--- src/rtl/skin_pkg.sv ---
package skin_pkg;

  localparam int CH_W  = 4;
  localparam int SRC_W = 8;

  typedef struct packed {
    logic [CH_W-1:0] r;
    logic [CH_W-1:0] g;
    logic [CH_W-1:0] b;
  } rgb444_t;

endpackage

--- src/rtl/skin_chroma_u.sv ---
module skin_chroma_u
  import skin_pkg::*;
(
  input  logic [CH_W-1:0]        red,
  input  logic [CH_W-1:0]        green,
  output logic signed [CH_W:0]   chroma_u
);

  // Red-difference term of the reversible integer transform.
  always_comb begin
    chroma_u = $signed({1'b0, red}) - $signed({1'b0, green});
  end

endmodule

--- src/rtl/skin_window_cmp.sv ---
module skin_window_cmp
  import skin_pkg::*;
#(
  parameter int LO8 = 10,
  parameter int HI8 = 74
) (
  input  logic signed [CH_W:0] chroma_u,
  output logic                 in_window
);

  localparam int SHIFT = SRC_W - CH_W;
  localparam logic signed [CH_W:0] LO_C = (CH_W+1)'(LO8 >> SHIFT);
  localparam logic signed [CH_W:0] HI_C = (CH_W+1)'(HI8 >> SHIFT);

  always_comb begin
    in_window = (chroma_u > LO_C) && (chroma_u < HI_C);
  end

endmodule

--- src/rtl/skin_addr_gen.sv ---
module skin_addr_gen #(
  parameter int FRAME_PIX = 307200,
  parameter int ADDR_W    = $clog2(FRAME_PIX)
) (
  input  logic              clk,
  input  logic              rst_n,
  input  logic              frame_start,
  input  logic              pix_valid,
  output logic [ADDR_W-1:0] pix_addr
);

  localparam logic [ADDR_W-1:0] LAST = ADDR_W'(FRAME_PIX - 1);

  logic [ADDR_W-1:0] cnt_q;
  logic [ADDR_W-1:0] cnt_d;
  logic              cnt_en;

  always_comb begin
    pix_addr = frame_start ? '0 : cnt_q;
    cnt_en   = pix_valid || frame_start;
    if (pix_valid) begin
      cnt_d = (pix_addr == LAST) ? '0 : pix_addr + 1'b1;
    end else begin
      cnt_d = pix_addr;
    end
  end

  always_ff @(posedge clk or negedge rst_n) begin
    if (!rst_n) begin
      cnt_q <= '0;
    end else if (cnt_en) begin
      cnt_q <= cnt_d;
    end
  end

  assert_addr_range_R8: assert property (@(posedge clk) disable iff (!rst_n)
    cnt_q <= LAST);

endmodule

--- src/rtl/skin_classifier.sv ---
module skin_classifier
  import skin_pkg::*;
#(
  parameter int FRAME_W   = 640,
  parameter int FRAME_H   = 480,
  parameter int LO8       = 10,
  parameter int HI8       = 74,
  parameter int FRAME_PIX = FRAME_W * FRAME_H,
  parameter int ADDR_W    = $clog2(FRAME_PIX)
) (
  input  logic              clk,
  input  logic              rst_n,
  input  logic              frame_start,
  input  logic              pix_valid,
  input  logic [11:0]       pix_rgb,
  output logic              mask_valid,
  output logic              mask_skin,
  output logic [ADDR_W-1:0] mask_addr
);

  rgb444_t               pix;
  logic signed [CH_W:0]  chroma_u;
  logic                  skin_c;
  logic [ADDR_W-1:0]     pix_addr;
  logic                  unused_blue;

  assign pix         = rgb444_t'(pix_rgb);
  assign unused_blue = ^pix.b;

  skin_chroma_u u_chroma (
    .red      (pix.r),
    .green    (pix.g),
    .chroma_u (chroma_u)
  );

  skin_window_cmp #(
    .LO8 (LO8),
    .HI8 (HI8)
  ) u_cmp (
    .chroma_u  (chroma_u),
    .in_window (skin_c)
  );

  skin_addr_gen #(
    .FRAME_PIX (FRAME_PIX),
    .ADDR_W    (ADDR_W)
  ) u_addr (
    .clk         (clk),
    .rst_n       (rst_n),
    .frame_start (frame_start),
    .pix_valid   (pix_valid),
    .pix_addr    (pix_addr)
  );

  always_ff @(posedge clk or negedge rst_n) begin
    if (!rst_n) begin
      mask_valid <= 1'b0;
    end else begin
      mask_valid <= pix_valid;
    end
  end

  always_ff @(posedge clk or negedge rst_n) begin
    if (!rst_n) begin
      mask_skin <= 1'b0;
      mask_addr <= '0;
    end else if (pix_valid) begin
      mask_skin <= skin_c;
      mask_addr <= pix_addr;
    end
  end

  assert_valid_follows_R2: assert property (@(posedge clk) disable iff (!rst_n)
    pix_valid |=> mask_valid);

  assert_valid_drops_R2: assert property (@(posedge clk) disable iff (!rst_n)
    !pix_valid |=> !mask_valid);

  assert_negative_u_R4: assert property (@(posedge clk) disable iff (!rst_n)
    (pix_valid && (pix_rgb[11:8] < pix_rgb[7:4])) |=> !mask_skin);

  assert_start_addr_R7: assert property (@(posedge clk) disable iff (!rst_n)
    (pix_valid && frame_start) |=> (mask_addr == '0));

  assert_hold_R9: assert property (@(posedge clk) disable iff (!rst_n)
    !pix_valid |=> ($stable(mask_skin) && $stable(mask_addr)));

endmodule

--- config.mk ---
export PLATFORM = sky130hd
export DESIGN_NAME = skin_classifier
export DESIGN_NICKNAME = d
export VERILOG_FILES = /design/src/rtl/skin_pkg.sv /design/src/rtl/skin_chroma_u.sv /design/src/rtl/skin_window_cmp.sv /design/src/rtl/skin_addr_gen.sv /design/src/rtl/skin_classifier.sv
export SDC_FILE = /design/constraint.sdc
export NUM_CORES = 1
export LEC_CHECK = 0
export BUFFER_PORTS_ARGS = -buffer_cell sky130_fd_sc_hd__buf_4
export CORE_MARGIN = 1.5
export CORE_UTILIZATION = 40
export CTS_CLUSTER_SIZE = 10
export DETAILED_ROUTE_END_ITERATION = 7
export GPL_TIMING_DRIVEN = 0
export PLACE_DENSITY = 0.7
export SLEW_MARGIN = 20
export SYNTH_ARGS = -nofsm -noshare
export SYNTH_HDL_FRONTEND = slang
export SYNTH_SLANG_ARGS = --single-unit
--- constraint.sdc ---
create_clock -name clk -period 4.29 [get_ports clk]
set_input_delay 0.858 -clock clk [delete_from_list [all_inputs] [get_ports clk]]
set_output_delay 0.858 -clock clk [all_outputs]
set_load 0.01 [all_outputs]
After elaboration in Yosys (flattened, before gate mapping)
Cells that the tools add are included.
{"block": "op_classes", "n_addsub": 2, "magnitude_cmp": 2, "n_eq_ne": 1, "muxes": 3, "reduce_logical": 2}
{"op": "two-way mux 19 bit", "n": 3}
{"op": "adder 19 x 1 -> 19 bit (second input constant)", "n": 1}
{"op": "== test 19 bit (second input constant)", "n": 1}
{"op": "> comparator 5 x 1 -> 1 bit (second input constant)", "n": 1}
{"op": "< comparator 5 x 4 -> 1 bit (second input constant)", "n": 1}
{"op": "subtractor 4 x 4 -> 5 bit", "n": 1}
{"op": "logical AND 1 bit", "n": 1}
{"op": "logical OR 1 bit", "n": 1}
{"block": "word_totals", "register_bits": 40, "input_bits": 16, "wordCells": 14}

Logic depth before layout (Yosys ltp)
Gate-level depths: netlist of run 1.
{"block": "depth", "ltp_word": 4, "mapped_depth": 8}

By module
Synthesis of run 1 repeated with hierarchy kept, for this count alone.
{"block": "hier_totals", "hier_cells": 183, "area_unflattened_um2": 2167.1}
{"mod": "skin_addr_gen", "n_inst": 1, "cells_each": 120, "area_per_inst_um2": 1164.9}
{"mod": "skin_classifier", "n_inst": 1, "cells_each": 43, "area_per_inst_um2": 848.3}
{"mod": "skin_chroma_u", "n_inst": 1, "cells_each": 18, "area_per_inst_um2": 137.6}
{"mod": "skin_window_cmp", "n_inst": 1, "cells_each": 2, "area_per_inst_um2": 16.3}

Least setup slack after synthesis of run 1
No wires, ideal clock.
{"block": "synth_path", "path_kind": "input-to-reg", "startpoint": "input frame_start", "endpoint": "register u_addr.cnt_q[18]", "setup_time_ps": 94, "arrival_ps": 2398, "setup_slack_ps": 1798, "cell_stages": 5, "n_path_buf": 1, "path_cell_list": "nand2b_2 or4_1 buf_2 or4_4 a221oi_2"}
{"block": "synth_between", "elab_chain_len": 4, "word_cells_on_any_way": 6}
{"item": "from (decl)", "line": "skin_classifier.sv:13", "text": "input logic frame_start,"}
{"item": "two-way mux 19 bit", "line": "skin_addr_gen.sv:19", "text": "pix_addr = frame_start ? '0 : cnt_q;"}
{"item": "adder 19 x 1 -> 19 bit / == test 19 bit (equally long branches)", "line": "skin_addr_gen.sv:22", "text": "cnt_d = (pix_addr == LAST) ? '0 : pix_addr + 1'b1;"}
{"item": "two-way mux 19 bit", "line": "skin_addr_gen.sv:22"}
{"item": "two-way mux 19 bit", "line": "skin_addr_gen.sv:21", "text": "if (pix_valid) begin"}
{"item": "to (signal assigned)", "line": "skin_addr_gen.sv:32", "text": "cnt_q <= cnt_d;"}
{"item": "to (decl)", "line": "skin_addr_gen.sv:14", "text": "logic [ADDR_W-1:0] cnt_q;"}
Parallel ways exist; a longest one is shown, timed or not.
A chain may end at the register's enable or synchronous reset.

Worst setup path after layout of run 1
{"block": "layout_path", "startpoint": "input frame_start", "endpoint": "register u_addr.cnt_q[13]"}
{"block": "layout_between", "elab_chain_len": 4, "word_cells_on_any_way": 6}
{"item": "two-way mux 19 bit *", "line": "skin_addr_gen.sv:19"}
{"item": "named net pix_addr[1]", "line": "skin_classifier.sv:24", "text": "logic [ADDR_W-1:0] pix_addr;"}
{"item": "adder 19 x 1 -> 19 bit / == test 19 bit (equally long branches)", "line": "skin_addr_gen.sv:22"}
{"item": "two-way mux 19 bit *", "line": "skin_addr_gen.sv:22"}
{"item": "two-way mux 19 bit *", "line": "skin_addr_gen.sv:21"}
The timed path passes the listed nets; every way through them passes the cells marked *.

==> results.yml, run 1 <==
status:
  status: "finished clean"
sta:
  post-route-period-util_pct: 61.22
  setup_viol: 0
  max-slew-margin-rel_pct: 57.04
  tns_ns: 0
  fmax_mhz: 380.7
  slew_viol_final: 0
  final.min_clock_period_ns: 2.627
  worst_pin_slew_ns: 0.6444
  finClkSkew_ns: 0.004657
  final-hold-violation-count: 0
  rsz0062_at_grt: "no"
placed_design:
  hpwl_mm: 3.228
  dp.cells: 311
  place.gp.congestion: 0.8876
  portBuffers: 32
flow_run:
  max_cap_violations: 0
pwr:
  powerDensity_nw_per_um2: 274.7
  cellLeakagePower_nw: 1.148
  ir_drop_uv: 174.0
yosys:
  synthTopCellsByCount: "40 x dfrtp_1, 17 x inv_1, 13 x nor2b_1, 11 x mux2_2"
  yosys-top-cells-area: "dfrtp_1 47%, mux2_2 5.8%, nor2b_1 3.8%"
  synth_area_leader_cell: "dfrtp_1"
  ys.warnings.count: 0
  syn_area_um2: 2146
  synth.distinct_cells: 45
  synthArstFlopShare_pct: 100.0
  synth_edf_count: 0
  yosysMostFrequentCell: "dfrtp_1"
  yosys.area.top_type_share_pct: 46.65
  ys.flop_type: "dfrtp_1"
  syn-num-nets: 231
  yosysSeqAreaShare_pct: 46.65
  synth_seq_cells: 40
  synth_cells: 209
  syn-mean-instance-area_um2: 10.27
route:
  drt_iter0_drc: 79
  drt-pass1-iter-count: 4
  drt-wirelength-per-cell_um: 13.97
  postRouteAntennaNets: 0
  routed_wl_mm: 4.456
  vias_per_cell: 5.138
  vias: 1639
  drcViolationCount: 0
clocking:
  path_clk_slew_ns: 0.08
  clk_latency_ns: 0.29
  cts.sinks: 40
  htreeDepth: 2
  post_cts_buffers: 0
  cts_root_buf: "clkbuf_8"
  cts_buffer_depth: 2
  cts_buffers: 5
  cts_resized: 0
  cts_hold_buf: 0
  cts_tree: "built"
grt:
  track_usage_pct: 16.01
  grt_pass1_vias: 1529
  grt_pass1_wl_mm: 7.465
  grt_max_degree: 41
  antenna_found_initial: 0
  grt-ovfl-total: 0
finish:
  area_growth_syn_to_layout_pct: 19.59
  diodes: 0
  drive_gt1_share_pct: 24.90
  final_cells: 319
  finalNetCount: 270
critical_path:
  critical_path_class: "in -> reg"
  critPathRequiredTime_ns: 4.47
  start_kind: "input port"
  worstPathArrival_ns: 2.81
  crit_fanout: 10
  end_kind: "flip-flop"
die:
  start_util_pct: 41.75
  die_h_um: 76.24
  die_w_um: 76.24
  rows: 26
  die-area_um2: 5813
  num_io_pins: 37
  design.core.area_um2: 5140
min_path:
  worstHoldPathType: "reg -> reg"
==> layout by cell type, fill, tap and decap left out, types with 6 or more instances in the layout <==
cell	synthesis	layout
nand4_1	7	7
buf_4	0	32
nor2b_1	13	13
nand2_1	10	10
mux2_2	11	11
clkbuf_8	0	6
o21ai_0	10	10
clkbuf_1	10	10
nand2b_1	9	9
nand3b_1	6	6
nand3_1	7	7
dfrtp_1	40	40
inv_1	17	17
==> cell families (layout without fill, tap and decap cells) <==
kind of cell	Yosys count	count (layout)	share of synthesized area (%)
mux	15	15	7.639
buf+inv	29	69	5.131
compound gates	34	34	10.79
fa+ha+maj	6	6	3.848
simple gates	78	78	23.09
flops	40	40	46.65
xor+xnor	7	7	2.857
==> power by group <==
part | internal [mW] | switching [mW]
logic | 0.0282 | 0.0356
clock network | 0.128 | 0.127
registers | 0.382 | 0.00350
total | 0.539 | 0.166
==> metal layers <==
metal	part of all wire (%)	track usage [%]	wire, µm
met5	0	0	0
met1	50	23.60	2242
met4	1.1	4.630	48
met3	3.9	3.234	176
met2	45	23.75	1989
==> critical path, stage by stage <==
cell      delay, ns
buf_4          0.13
clkbuf_1       0.21
nor2b_1        0.28
ha_1           0.25
nand3_1        0.24
or3_1          0.54
a31o_2         0.29
==> per-stage QoR <==
| step | instance area (µm²) | util [%] | hold WS [ns] | setup slack (ns) | total power [mW] |
|---|---|---|---|---|---|
| detailed placement | 2474 | 48.13 | 0.4964 | 1.373 | 0.4587 |
| CTS | 2566 | 49.93 | 0.5152 | 1.679 | 0.7166 |
| global route | 2566 | 49.93 | 0.5207 | 1.519 | 0.7396 |
| finish | 2566 | 49.93 | 0.5119 | 1.663 | 0.7049 |
| global placement | 2474 | 48.13 | 0.4929 | 1.359 | 0.4573 |
| floorplan | 2146 | - | 0.4735 | 1.798 | 0.4266 |
==> sequential cells by signal, indices dropped and copies added, names as in the netlist <==
name and cells:
u_addr.cnt_q 19, mask_addr 19, mask_skin 1, mask_valid 1
==> cell type report <==
| cell class | instances | area (µm²) |
|---|---|---|
| Fill cell | 510 | 2574 |
| Multi-Input combinational cell | 140 | 1035 |
| Sequential cell | 40 | 1001 |
| Timing Repair Buffer | 32 | 240.2 |
| Tap cell | 70 | 87.58 |
| Clock buffer | 6 | 82.58 |
| Inverter | 17 | 63.81 |
| Buffer | 12 | 46.29 |
| Clock inverter | 2 | 10.01 |
==> worst paths after layout <==
check / slack [ns] / depth (start not counted) / end / startpoint
max: 1.66 / 7 / u_addr.cnt_q[13] / frame_start
max reg2reg: 2.18 / 5 / u_addr.cnt_q[18] / u_addr.cnt_q[4]
min reg2reg: 0.51 / 1 / mask_addr[16] / mask_addr[16]
min in group asynchronous: 0.53 / 1 / mask_addr[5] / rst_n
max in group asynchronous: 3.41 / 1 / mask_addr[7] / rst_n
min: 0.51 / 1 / mask_addr[16] / mask_addr[16]
Note: power is estimated with default switching activity, not from simulation.
==> run 2, diff against run 1 <==
PLACE_DENSITY = 0.72   (was 0.7)
clock period = 2.28 ns   (was 4.29 ns; I/O delays follow)
==> run 2 against run 1 <==
Clock power rose by 130%. Critical path depth grew 1. Via count is 1.8% higher. Largest power group unchanged.
==> results.yml, run 2 (synthesis results as in run 1) <==
status:
  status: "finished clean"
sta:
  holdWs_ns: 0.1277
  slew_viol_final: 0
  finClkSkew_ns: 0.008649
  fmax_mhz: 473.7
  worst_slack_ns: 0.1690
  max-slew-margin-rel_pct: 56.34
  worst_pin_slew_ns: 0.6548
  final.min_clock_period_ns: 2.111
  post-route-period-util_pct: 92.59
  tns_ns: 0
  rsz0062_at_grt: "no"
  setup_viol: 0
  final-hold-violation-count: 0
route:
  routed_wl_mm: 4.556
  drcViolationCount: 0
  drt-pass1-iter-count: 4
  postRouteAntennaNets: 0
  vias_per_cell: 5.229
  drt-wirelength-per-cell_um: 14.28
  vias: 1668
  drt_iter0_drc: 92
finish:
  finalNetCount: 270
  final_common_cell: "dfrtp_1"
  final_cells: 319
  drive_gt1_share_pct: 26.10
  nFillCells: 507
  postLayoutCellArea_um2: 2596
  largestRegisters: "mask_addr: 19 flops, u_addr.cnt_q: 19 flops"
  layout_common_cells: "40 x dfrtp_1, 32 x buf_4, 17 x inv_1"
  area_growth_syn_to_layout_pct: 20.99
  multi_input_area_um2: 1050
  diodes: 0
  final_util_pct: 50.51
  register_area_um2: 1001
clocking:
  post_cts_buffers: 0
  cts_hold_buf: 0
  path_clk_slew_ns: 0.08
  cts.sinks: 40
  cts_resized: 0
  clk_latency_ns: 0.30
  cts_buffer_depth: 2
  cts_buffers: 5
  htreeDepth: 2
  cts_root_buf: "clkbuf_8"
  cts_tree: "built"
grt:
  grt_max_degree: 41
  grt_use_met2_pct: 26.61
  use_met3_pct: 2.994
  grt-ovfl-total: 0
  grt_pass1_vias: 1638
  grt_pass1_wl_mm: 7.803
  track_usage_pct: 17.01
  grtUsageMet1_pct: 23.22
  antenna_found_initial: 0
  busiest_layer: "met2"
placed_design:
  hpwl_mm: 3.260
  place.gp.congestion: 0.8847
  portBuffers: 32
  pre_cts_ws_ns: -0.2202
  dp.cells: 311
  placedInstanceArea_um2: 2474
die:
  die_w_um: 76.24
  rows: 26
  start_util_pct: 41.75
  die_h_um: 76.24
  num_io_pins: 37
  design.core.area_um2: 5140
  die-area_um2: 5813
critical_path:
  critPathRequiredTime_ns: 2.51
  critPathBufInv: 2
  critical_path_class: "in -> reg"
  critPathTopFamily: "simple AND/OR/NAND/NOR gates"
  end_kind: "flip-flop"
  worstPathArrival_ns: 2.34
  crit_chain: "buf_4 -> clkbuf_1 -> nor2b_2 -> ha_1 -> and3_1 -> nand4_1 -> or3_1 -> a21oi_1"
  cpPeakStageDelay_ns: 0.41
  slowest_stage: "or3_1"
  crit_fanout: 10
  start_kind: "input port"
pwr:
  p_total_mw: 1.423
  powerDensity_nw_per_um2: 548.0
  cellLeakagePower_nw: 1.155
  ir_drop_uv: 338.1
min_path:
  worstHoldPathType: "in -> async"
flow_run:
  max_cap_violations: 0
[run 2: changes by cell type in the layout (fill, tap and decap cells not counted), sizes merged]
| cell | previous run | this run |
|---|---|---|
| bufinv | 0 | 1 |
| clkinv | 2 | 1 |
[run 2: layer usage]
layer  vias to the layer above  share of wire (%)
met1                       809                 46
met2                        39                 48
met3                         3                4.5
met4                         0                1.0
met5                         -                  0
li1                        817                  -
[run 2: final cells by class]
cell class	count	area share, %
flip-flops and latches	40	38.55
multi-input cells	140	40.43
well taps	70	3.373
repair buffers	32	9.253
clock buffers	6	2.795
inverters	17	2.458
plain buffers	12	1.783
clock inverters	2	1.349
[run 2: path summary, 6_finish.rpt]
| check | from | end | slack (ns) | depth (start not counted) |
|---|---|---|---|---|
| worst max-delay path | frame_start | u_addr.cnt_q[14] | 0.17 | 8 |
| worst min register to register | mask_addr[15] | mask_addr[15] | 0.51 | 1 |
| worst max register to register | u_addr.cnt_q[4] | u_addr.cnt_q[18] | 0.17 | 5 |
| worst min-delay path | rst_n | mask_addr[1] | 0.13 | 1 |
| min in group clk | pix_valid | mask_valid | 0.33 | 1 |
| max in group asynchronous | rst_n | mask_addr[16] | 1.80 | 1 |
[run 2: power breakdown]
| group | switching (mW) | total, mW | internal (mW) |
|---|---|---|---|
| logic | 0.0694 | 0.124 | 0.0544 |
| registers | 0.00624 | 0.725 | 0.719 |
| clock network | 0.249 | 0.574 | 0.325 |
| total | 0.324 | 1.42 | 1.10 |
